==> src/rtl/rxbd_pkg.sv <==
package rxbd_pkg;
  // flag bit positions decoded by software in the descriptor
  localparam int FLG_EMPTY = 15;
  localparam int FLG_WRAP  = 13;
  localparam int FLG_LAST  = 11;
  localparam int FLG_LONG  = 5;
  localparam int FLG_TRUNC = 0;

  localparam logic [15:0] BUF_SIZE_MASK = 16'h07F0;
  localparam int          DESC_STRIDE   = 8;
  localparam int          CRC_BYTES     = 4;

  typedef enum logic [2:0] {
    ST_IDLE, ST_RD, ST_CAP, ST_DATA, ST_CRC, ST_WB, ST_ADV, ST_DROP
  } wr_state_t;

  // what a descriptor fetch is for
  typedef enum logic [1:0] {
    FP_ARM, FP_DATA, FP_CRC
  } fetch_purpose_t;
endpackage

==> src/rtl/rxbd_crc32.sv <==
module rxbd_crc32 (
  input  logic        clk,
  input  logic        rst_n,
  input  logic        init,
  input  logic        en,
  input  logic [7:0]  data,
  output logic [31:0] crc_out
);
  localparam logic [31:0] POLY_REFL = 32'hEDB88320;

  logic [31:0] state_q;

  function automatic logic [31:0] crc_step(input logic [31:0] c, input logic [7:0] d);
    logic [31:0] r;
    r = c ^ {24'h0, d};
    for (int b = 0; b < 8; b++) begin
      r = r[0] ? ((r >> 1) ^ POLY_REFL) : (r >> 1);
    end
    return r;
  endfunction

  always_ff @(posedge clk or negedge rst_n) begin
    if (!rst_n)    state_q <= '1;
    else if (init) state_q <= '1;
    else if (en)   state_q <= crc_step(state_q, data);
  end

  assign crc_out = ~state_q;
endmodule

==> src/rtl/rxbd_ring_ptr.sv <==
module rxbd_ring_ptr #(
  parameter int AW = 32
) (
  input  logic          clk,
  input  logic          rst_n,
  input  logic          load,
  input  logic [AW-1:0] base,
  input  logic          adv,
  input  logic          wrap,
  output logic [AW-1:0] ptr
);
  import rxbd_pkg::*;

  localparam logic [AW-1:0] STEP = AW'(DESC_STRIDE);

  logic [AW-1:0] start_q;
  logic [AW-1:0] ptr_q;

  always_ff @(posedge clk or negedge rst_n) begin
    if (!rst_n) begin
      start_q <= '0;
      ptr_q   <= '0;
    end else if (load) begin
      start_q <= base;
      ptr_q   <= base;
    end else if (adv) begin
      ptr_q <= wrap ? start_q : (ptr_q + STEP);
    end
  end

  assign ptr = ptr_q;
endmodule

==> src/rtl/rxbd_writer.sv <==
module rxbd_writer #(
  parameter int AW        = 32,
  parameter int LW        = 16,
  parameter int MAX_FRAME = 2048
) (
  input  logic          clk,
  input  logic          rst_n,
  input  logic          enable,
  input  logic          rx_demand,
  input  logic          ring_load,
  input  logic [AW-1:0] ring_base,
  input  logic [LW-1:0] buf_size_cfg,
  input  logic [LW-1:0] frame_limit,
  input  logic          s_valid,
  output logic          s_ready,
  input  logic [7:0]    s_data,
  input  logic          s_last,
  output logic          desc_rd_req,
  output logic [AW-1:0] desc_rd_addr,
  input  logic [15:0]   desc_rd_flags,
  input  logic [AW-1:0] desc_rd_buf,
  output logic          wr_valid,
  input  logic          wr_ready,
  output logic [AW-1:0] wr_addr,
  output logic [7:0]    wr_data,
  output logic          desc_wr_valid,
  input  logic          desc_wr_ready,
  output logic [AW-1:0] desc_wr_addr,
  output logic [15:0]   desc_wr_flags,
  output logic [LW-1:0] desc_wr_len,
  output logic          ev_buf_done,
  output logic          ev_frame_done,
  output logic          rx_active,
  output logic [31:0]   demand_status
);
  import rxbd_pkg::*;

  localparam int            PAY_CAP  = MAX_FRAME - CRC_BYTES;
  localparam logic [LW-1:0] CAP_V    = LW'(PAY_CAP);
  localparam logic [LW-1:0] BMASK    = LW'(BUF_SIZE_MASK);
  localparam logic [LW-1:0] ONE      = LW'(1);
  localparam int            STAT_BIT = 24;

  wr_state_t      state_q;
  fetch_purpose_t purpose_q;
  logic [AW-1:0]  buf_q;
  logic [15:0]    flags_q;
  logic [LW-1:0]  cnt_q;
  logic [LW-1:0]  pay_q;
  logic [LW-1:0]  total_q;
  logic           tr_q;
  logic           last_q;
  logic [1:0]     crc_idx_q;
  logic           active_q;

  logic [LW-1:0]  bsz;
  logic           store;
  logic           in_fire;
  logic           wr_fire;
  logic           wb_fire;
  logic           buf_full_next;
  logic           frame_start;
  logic           too_long;
  logic [31:0]    crc_val;
  logic [7:0]     crc_byte;
  logic [AW-1:0]  ptr;

  assign bsz           = buf_size_cfg & BMASK;
  assign store         = (pay_q < CAP_V);
  assign in_fire       = s_valid & s_ready;
  assign wr_fire       = wr_valid & wr_ready;
  assign wb_fire       = desc_wr_valid & desc_wr_ready;
  assign buf_full_next = ((cnt_q + ONE) == bsz);
  assign frame_start   = (state_q == ST_IDLE) && active_q && s_valid &&
                         !(enable && rx_demand && !active_q);
  assign too_long      = tr_q | (total_q > frame_limit);

  // CRC engine sees every payload byte, stored or dropped
  rxbd_crc32 u_crc (
    .clk     (clk),
    .rst_n   (rst_n),
    .init    (frame_start),
    .en      ((state_q == ST_DATA) && in_fire),
    .data    (s_data),
    .crc_out (crc_val)
  );

  rxbd_ring_ptr #(.AW(AW)) u_ring (
    .clk   (clk),
    .rst_n (rst_n),
    .load  (ring_load && (state_q == ST_IDLE)),
    .base  (ring_base),
    .adv   (state_q == ST_ADV),
    .wrap  (flags_q[FLG_WRAP]),
    .ptr   (ptr)
  );

  // CRC goes out most significant byte first
  always_comb begin
    case (crc_idx_q)
      2'd0:    crc_byte = crc_val[31:24];
      2'd1:    crc_byte = crc_val[23:16];
      2'd2:    crc_byte = crc_val[15:8];
      default: crc_byte = crc_val[7:0];
    endcase
  end

  always_comb begin
    s_ready       = 1'b0;
    wr_valid      = 1'b0;
    wr_data       = s_data;
    desc_rd_req   = 1'b0;
    desc_wr_valid = 1'b0;
    case (state_q)
      ST_RD:   desc_rd_req = 1'b1;
      ST_DATA: begin
        if (store) begin
          wr_valid = s_valid;
          s_ready  = wr_ready;
        end else begin
          s_ready  = 1'b1;
        end
      end
      ST_CRC: begin
        wr_valid = 1'b1;
        wr_data  = crc_byte;
      end
      ST_WB:   desc_wr_valid = 1'b1;
      ST_DROP: s_ready = 1'b1;
      default: ;
    endcase
  end

  assign wr_addr      = buf_q + AW'(cnt_q);
  assign desc_rd_addr = ptr;
  assign desc_wr_addr = ptr;
  assign desc_wr_len  = cnt_q;

  always_comb begin
    desc_wr_flags            = flags_q;
    desc_wr_flags[FLG_EMPTY] = 1'b0;
    if (last_q) begin
      desc_wr_flags[FLG_LAST] = 1'b1;
      if (tr_q)     desc_wr_flags[FLG_TRUNC] = 1'b1;
      if (too_long) desc_wr_flags[FLG_LONG]  = 1'b1;
    end
  end

  assign ev_buf_done   = wb_fire;
  assign ev_frame_done = wb_fire & last_q;
  assign rx_active     = active_q;

  always_comb begin
    demand_status           = '0;
    demand_status[STAT_BIT] = active_q;
  end

  always_ff @(posedge clk or negedge rst_n) begin
    if (!rst_n) begin
      state_q   <= ST_IDLE;
      purpose_q <= FP_ARM;
      buf_q     <= '0;
      flags_q   <= '0;
      cnt_q     <= '0;
      pay_q     <= '0;
      total_q   <= '0;
      tr_q      <= 1'b0;
      last_q    <= 1'b0;
      crc_idx_q <= '0;
      active_q  <= 1'b0;
    end else begin
      case (state_q)
        ST_IDLE: begin
          if (enable && rx_demand && !active_q) begin
            purpose_q <= FP_ARM;
            state_q   <= ST_RD;
          end else if (frame_start) begin
            purpose_q <= FP_DATA;
            pay_q     <= '0;
            total_q   <= '0;
            tr_q      <= 1'b0;
            last_q    <= 1'b0;
            crc_idx_q <= '0;
            state_q   <= ST_RD;
          end
        end
        ST_RD: state_q <= ST_CAP;
        ST_CAP: begin
          if (purpose_q == FP_ARM) begin
            active_q <= desc_rd_flags[FLG_EMPTY];
            state_q  <= ST_IDLE;
          end else if (desc_rd_flags[FLG_EMPTY]) begin
            flags_q <= desc_rd_flags;
            buf_q   <= desc_rd_buf;
            cnt_q   <= '0;
            state_q <= (purpose_q == FP_CRC) ? ST_CRC : ST_DATA;
          end else begin
            // ring exhausted mid-frame: discard the remainder
            active_q <= 1'b0;
            state_q  <= (purpose_q == FP_CRC) ? ST_IDLE : ST_DROP;
          end
        end
        ST_DATA: begin
          if (in_fire) begin
            if (store) begin
              cnt_q   <= cnt_q + ONE;
              pay_q   <= pay_q + ONE;
              total_q <= total_q + ONE;
            end else begin
              tr_q <= 1'b1;
            end
            if (store && buf_full_next) begin
              last_q    <= 1'b0;
              purpose_q <= s_last ? FP_CRC : FP_DATA;
              state_q   <= ST_WB;
            end else if (s_last) begin
              state_q <= ST_CRC;
            end
          end
        end
        ST_CRC: begin
          if (wr_fire) begin
            cnt_q     <= cnt_q + ONE;
            total_q   <= total_q + ONE;
            crc_idx_q <= crc_idx_q + 2'd1;
            if (crc_idx_q == 2'd3) begin
              last_q  <= 1'b1;
              state_q <= ST_WB;
            end else if (buf_full_next) begin
              last_q    <= 1'b0;
              purpose_q <= FP_CRC;
              state_q   <= ST_WB;
            end
          end
        end
        ST_WB: begin
          if (wb_fire) state_q <= ST_ADV;
        end
        ST_ADV: begin
          if (last_q) purpose_q <= FP_ARM;
          state_q <= ST_RD;
        end
        ST_DROP: begin
          if (in_fire && s_last) state_q <= ST_IDLE;
        end
        default: state_q <= ST_IDLE;
      endcase
      if (!enable) active_q <= 1'b0;
    end
  end
endmodule

==> config.mk <==
export PLATFORM = sky130hd
export DESIGN_NAME = rxbd_writer
export DESIGN_NICKNAME = d
export VERILOG_FILES = /design/src/rtl/rxbd_pkg.sv /design/src/rtl/rxbd_crc32.sv /design/src/rtl/rxbd_ring_ptr.sv /design/src/rtl/rxbd_writer.sv
export SDC_FILE = /design/constraint.sdc
export NUM_CORES = 1
export LEC_CHECK = 0
export BUFFER_PORTS_ARGS = -buffer_cell sky130_fd_sc_hd__buf_2
export CAP_MARGIN = 5
export CORE_MARGIN = 2
export CORE_UTILIZATION = 51
export CTS_BUF_LIST = sky130_fd_sc_hd__clkbuf_16
export DETAILED_ROUTE_END_ITERATION = 8
export PLACE_DENSITY = 0.78
export SYNTH_ARGS = -nofsm -noshare
export SYNTH_HDL_FRONTEND = slang
export SYNTH_SLANG_ARGS = --single-unit
==> constraint.sdc <==
create_clock -name clk -period 3.4 [get_ports clk]
set_input_delay 0 -clock clk [delete_from_list [all_inputs] [get_ports clk]]
set_output_delay 0 -clock clk [all_outputs]
set_load 0.02 [all_outputs]
==> impl_results.md <==
* RSZ-0062 raised after global routing: false
* Combinational fraction of design power at 51.7%
* Initial antenna violation count at 1
* Cell Rows at 57
* Initial Utilization at 52.1%
* Fin crit share at 95.1%
* Crit-path max FO at 10
* Layout Skew at 0.0215 ns
* Yosys warning total at 0
* FF-to-FF Start: desc_wr_len[1]
* Num ports at 304
* GRT met2 Usage at 43.9%
* Crit-path slowest cell: dfrtp_1
* P_int at 7.72 mW
* DRC Markers at 0
* Main area contributors after synthesis: dfrtp_1 33%, nand2_1 7.2%, xnor2_1 7.0%
* DR WL/cell at 16.3 um
* Worst Tran Pin Value at 0.983 ns
* Reg2reg path depth at 9
* Port Buf Inserts at 262
* FF+latch count, synth at 201
* Vias per cell at 5.56
* Core area at 24400 um2
* Pre-CTS setup slack at 0.353 ns
* Vias at 11400
* Global routing usage on met3 at 3.86%
* GRT Total Usage at 25.4%
* Status: complete, no violations
* Critical Path Source: desc_wr_len[11]
* Hold WS at 0.0255 ns
* NumNets Final at 1887
* Worst hold path type: primary input to flip-flop
* CP Cell Sequence: ha_1 > a21o_1 > or3_1 > nor3b_1 > nor2_1 > a21o_2 > nand4_1 > xnor2_1 > buf_2
* CP Launch Type: flip-flop
* Cell area after synthesis at 12700 um2
* Crit path DAT at 3.23 ns
* Largest net degree at the start of global routing at 117
* Worst R2R End: state_q[2]
* CTS tree: done
* Switch Pwr at 6.17 mW
* Static leakage at 7.37 nW
* Crit path capture type: output pin
* Max-Cap Viols at 0
* Switch share at 44.4%
* FILL cells at 1928
* H-Tree Depth at 1
* Clock share of power at 16.3%
* Asr flop ratio synth at 100%
* Vias in the first global route at 11300
* Critical path class: flip-flop to output pin
* Clk slew on worst S/H paths at 0.06 ns
* Maximum vdd drop at 0.614 mV
* Required time worst endpoint at 3.40 ns
* Root Driver: clkbuf_16
* Primary FF master, synth: dfrtp_1
* Setup bufs post-CTS at 0
* Number of synthesized flops with an enable pin at 0
* Yosys top cell area share at 33.3%
* Final hold violations at 0
* Dpl hpwl at 22600 um
* Routability Congestion at 0.911
* Setup slack on the worst flop-to-flop path at 0.27 ns
* Vertical die dimension at 162 um
* Delay-heaviest family, CP: simple AND/OR/NAND/NOR gates
* Worst setup endpoint: wr_addr[20]
* Worst-Skew Late Latency at 0.53 ns
* Slack of the critical path at 0.166 ns
* Final setup violation count at 0
* Sequential power share at 31.9%
* Min Tclk post-route at 3.23 ns
* Die Width at 162 um
* Post-route setup TNS at 0 ns
* Worst path bufs/invs at 1
* Share of cells above drive strength 1 at 24.6%
* Sequential area share after synthesis at 39.9%
* Area Growth Syn to Fin at 22.4%
* Fmax at 0.309 GHz
* Inserted Clock Buffers at 24
* Pwr dens at 892 nW/um2
* ANT nets after route at 0
* Max Root-Sink Buffers at 3
* Max-slew violations at 0
* WP depth at 9
* Met1 usage at 32.9%
* Cell taking the most area after synthesis: dfrtp_1
* Distinct cell type count after synthesis at 69
* Iteration-0 DRC Markers at 794
* Worst path max stage delay at 0.48 ns
* Cells after Synth at 1424
* DRT Pass-1 Iters at 5
* Fin util at 63.8%
* Routed WL at 33600 um
* Overflow after GRT at 0
* Syn avg cell area at 8.93 um2
* Clock Sinks at 201
* First-pass GRT wire length at 55500 um
* Busiest layer in global routing: met2
* Slew headroom at 34.0%
* Full die area at 26200 um2
state kept, by name, summed over array words and instances, names as in the netlist:
signal and flops:
flags_q 15, state_q 3, rx_active 1, u_ring.start_q 32, purpose_q 2, pay_q 16, desc_wr_len 16, u_ring.ptr 32
last_q 1, tr_q 1, buf_q 32, total_q 16, u_crc.state_q 32, crc_idx_q 2
through the flow:
stage / cells / total power, mW / cell area (um2)
final: 2055 / 13.9 / 15600
after global routing: 2055 / 14.9 / 15600
after CTS: 2054 / 13.9 / 15500
after detailed placement: 1928 / 11.5 / 14000
after global placement: 1928 / 11.3 / 14000
after floorplan: 1455 / 9.79 / 12800
power groups by stage:
stage,clock network (mW),registers (mW),logic [mW]
floorplan,0,4.40,5.39
global placement,0,4.39,6.87
detailed placement,0,4.45,7.03
CTS,2.32,4.41,7.15
global route,2.43,4.58,7.90
finish,2.27,4.44,7.18
logic make-up (layout without fill, tap and decap cells):
kind of cell,count (synthesis),after routing,synth area share (%)
AOI/OAI and AO/OA,286,286,14.5
buffers and inverters,178,453,7.57
other,1,33,0.0295
DFF,201,201,39.9
adders and majority gates,42,42,4.19
muxes,58,58,5.14
and+or+nand+nor,511,511,18.6
xor gates and xnor gates,147,147,10.1
worst reg2reg max path, delay by kind of cell (launching register included):
family          cells  cell delay, ns
simple gates        5            1.44
flops               1            0.49
compound gates      2            0.49
fa+ha+maj           1            0.31
mux                 1            0.30
cells in the mapped netlist (all sizes together), types with 4 or more instances:
| library cell | instances |
|---|---|
| o221ai | 9 |
| nand2 | 243 |
| o21ai | 92 |
| and3 | 26 |
| o211ai | 44 |
| or2 | 6 |
| xor2 | 46 |
| nor2 | 84 |
| o31ai | 10 |
| nor4 | 6 |
| mux2 | 52 |
| a21oi | 37 |
| a31oi | 34 |
| nand2b | 12 |
| and2 | 15 |
| ha | 41 |
| dfstp | 32 |
| nor2b | 7 |
| o41ai | 5 |
| nand4 | 21 |
| nand3b | 4 |
| dfrtp | 169 |
| and4 | 7 |
| clkbuf | 54 |
| inv | 38 |
| a21o | 14 |
| nand3 | 51 |
| nor3 | 15 |
| xnor2 | 101 |
| mux2i | 6 |
| o21a | 8 |
| buf | 86 |
timing repair:
item,4_1_cts,5_1_grt
pin swaps,0,0
endpoints found under the hold margin,228,0
setup endpoints to repair,1,15
hold buffers,86,0
gates cloned,0,0
gates resized for setup,1,5
layer usage:
layer	part of all wire, %	vias up	wire length [um]
met5	0	-	0
met4	2.9	0	973
met3	6.6	73	2230
met2	49	451	16400
met1	42	5468	14000
li1	-	5431	-
worst min-delay path by stage:
| stage | depth (start not counted) | endpoint | slack (ns) | startpoint |
|---|---|---|---|---|
| after floorplan | 0 | buf_q[0] | -0.30 | rst_n |
| after global placement | 1 | flags_q[3] | 0.20 | rst_n |
| after detailed placement | 1 | flags_q[3] | 0.20 | rst_n |
| after CTS | 5 | u_crc.state_q[11] | 0.005 | s_data[3] |
| after global routing | 4 | u_ring.start_q[24] | 0.08 | ring_load |
| final | 5 | u_crc.state_q[11] | 0.03 | s_data[3] |
cells in the final DEF (no fill, tap or decap), types with 4 or more instances in the layout:
| master | netlist | layout |
|---|---|---|
| nor4_1 | 5 | 5 |
| o221ai_1 | 9 | 9 |
| mux2_2 | 50 | 50 |
| dfstp_2 | 32 | 32 |
| o211ai_1 | 44 | 44 |
| nand2_1 | 243 | 243 |
| clkinv_1 | 0 | 6 |
| o21ai_0 | 89 | 89 |
| a21o_1 | 14 | 12 |
| ha_1 | 41 | 41 |
| mux2i_1 | 6 | 6 |
| conb_1 | 1 | 32 |
| o31ai_1 | 10 | 9 |
| o41ai_1 | 5 | 5 |
| o21a_1 | 8 | 8 |
| nor2_1 | 84 | 83 |
| buf_2 | 4 | 261 |
| nand2b_1 | 12 | 12 |
| nor2b_1 | 7 | 7 |
| dfrtp_1 | 169 | 168 |
| and4_1 | 7 | 7 |
| xnor2_1 | 101 | 101 |
| clkbuf_16 | 0 | 24 |
| nand4_1 | 20 | 20 |
| or2_2 | 6 | 6 |
| nor3_1 | 15 | 15 |
| inv_1 | 38 | 44 |
| dlygate4sd3_1 | 0 | 86 |
| xor2_1 | 46 | 46 |
| a21oi_1 | 37 | 36 |
| and3_1 | 26 | 26 |
| buf_4 | 77 | 24 |
| a31oi_1 | 34 | 34 |
| and2_1 | 15 | 15 |
| nand3b_1 | 4 | 4 |
| nand3_1 | 51 | 51 |
final cells by class:
cell class	instances	area (um2)	share of cell area, %
Sequential cell	201	5070	32.6
Timing Repair Buffer	375	2420	15.6
Multi-Input combinational cell	1076	6840	44.0
Clock inverter	16	80.1	0.514
Tap cell	324	405	2.60
Clock buffer	24	601	3.86
Antenna cell	1	2.50	0.0161
Inverter	38	143	0.916
(Power assumes the default switching activity.)
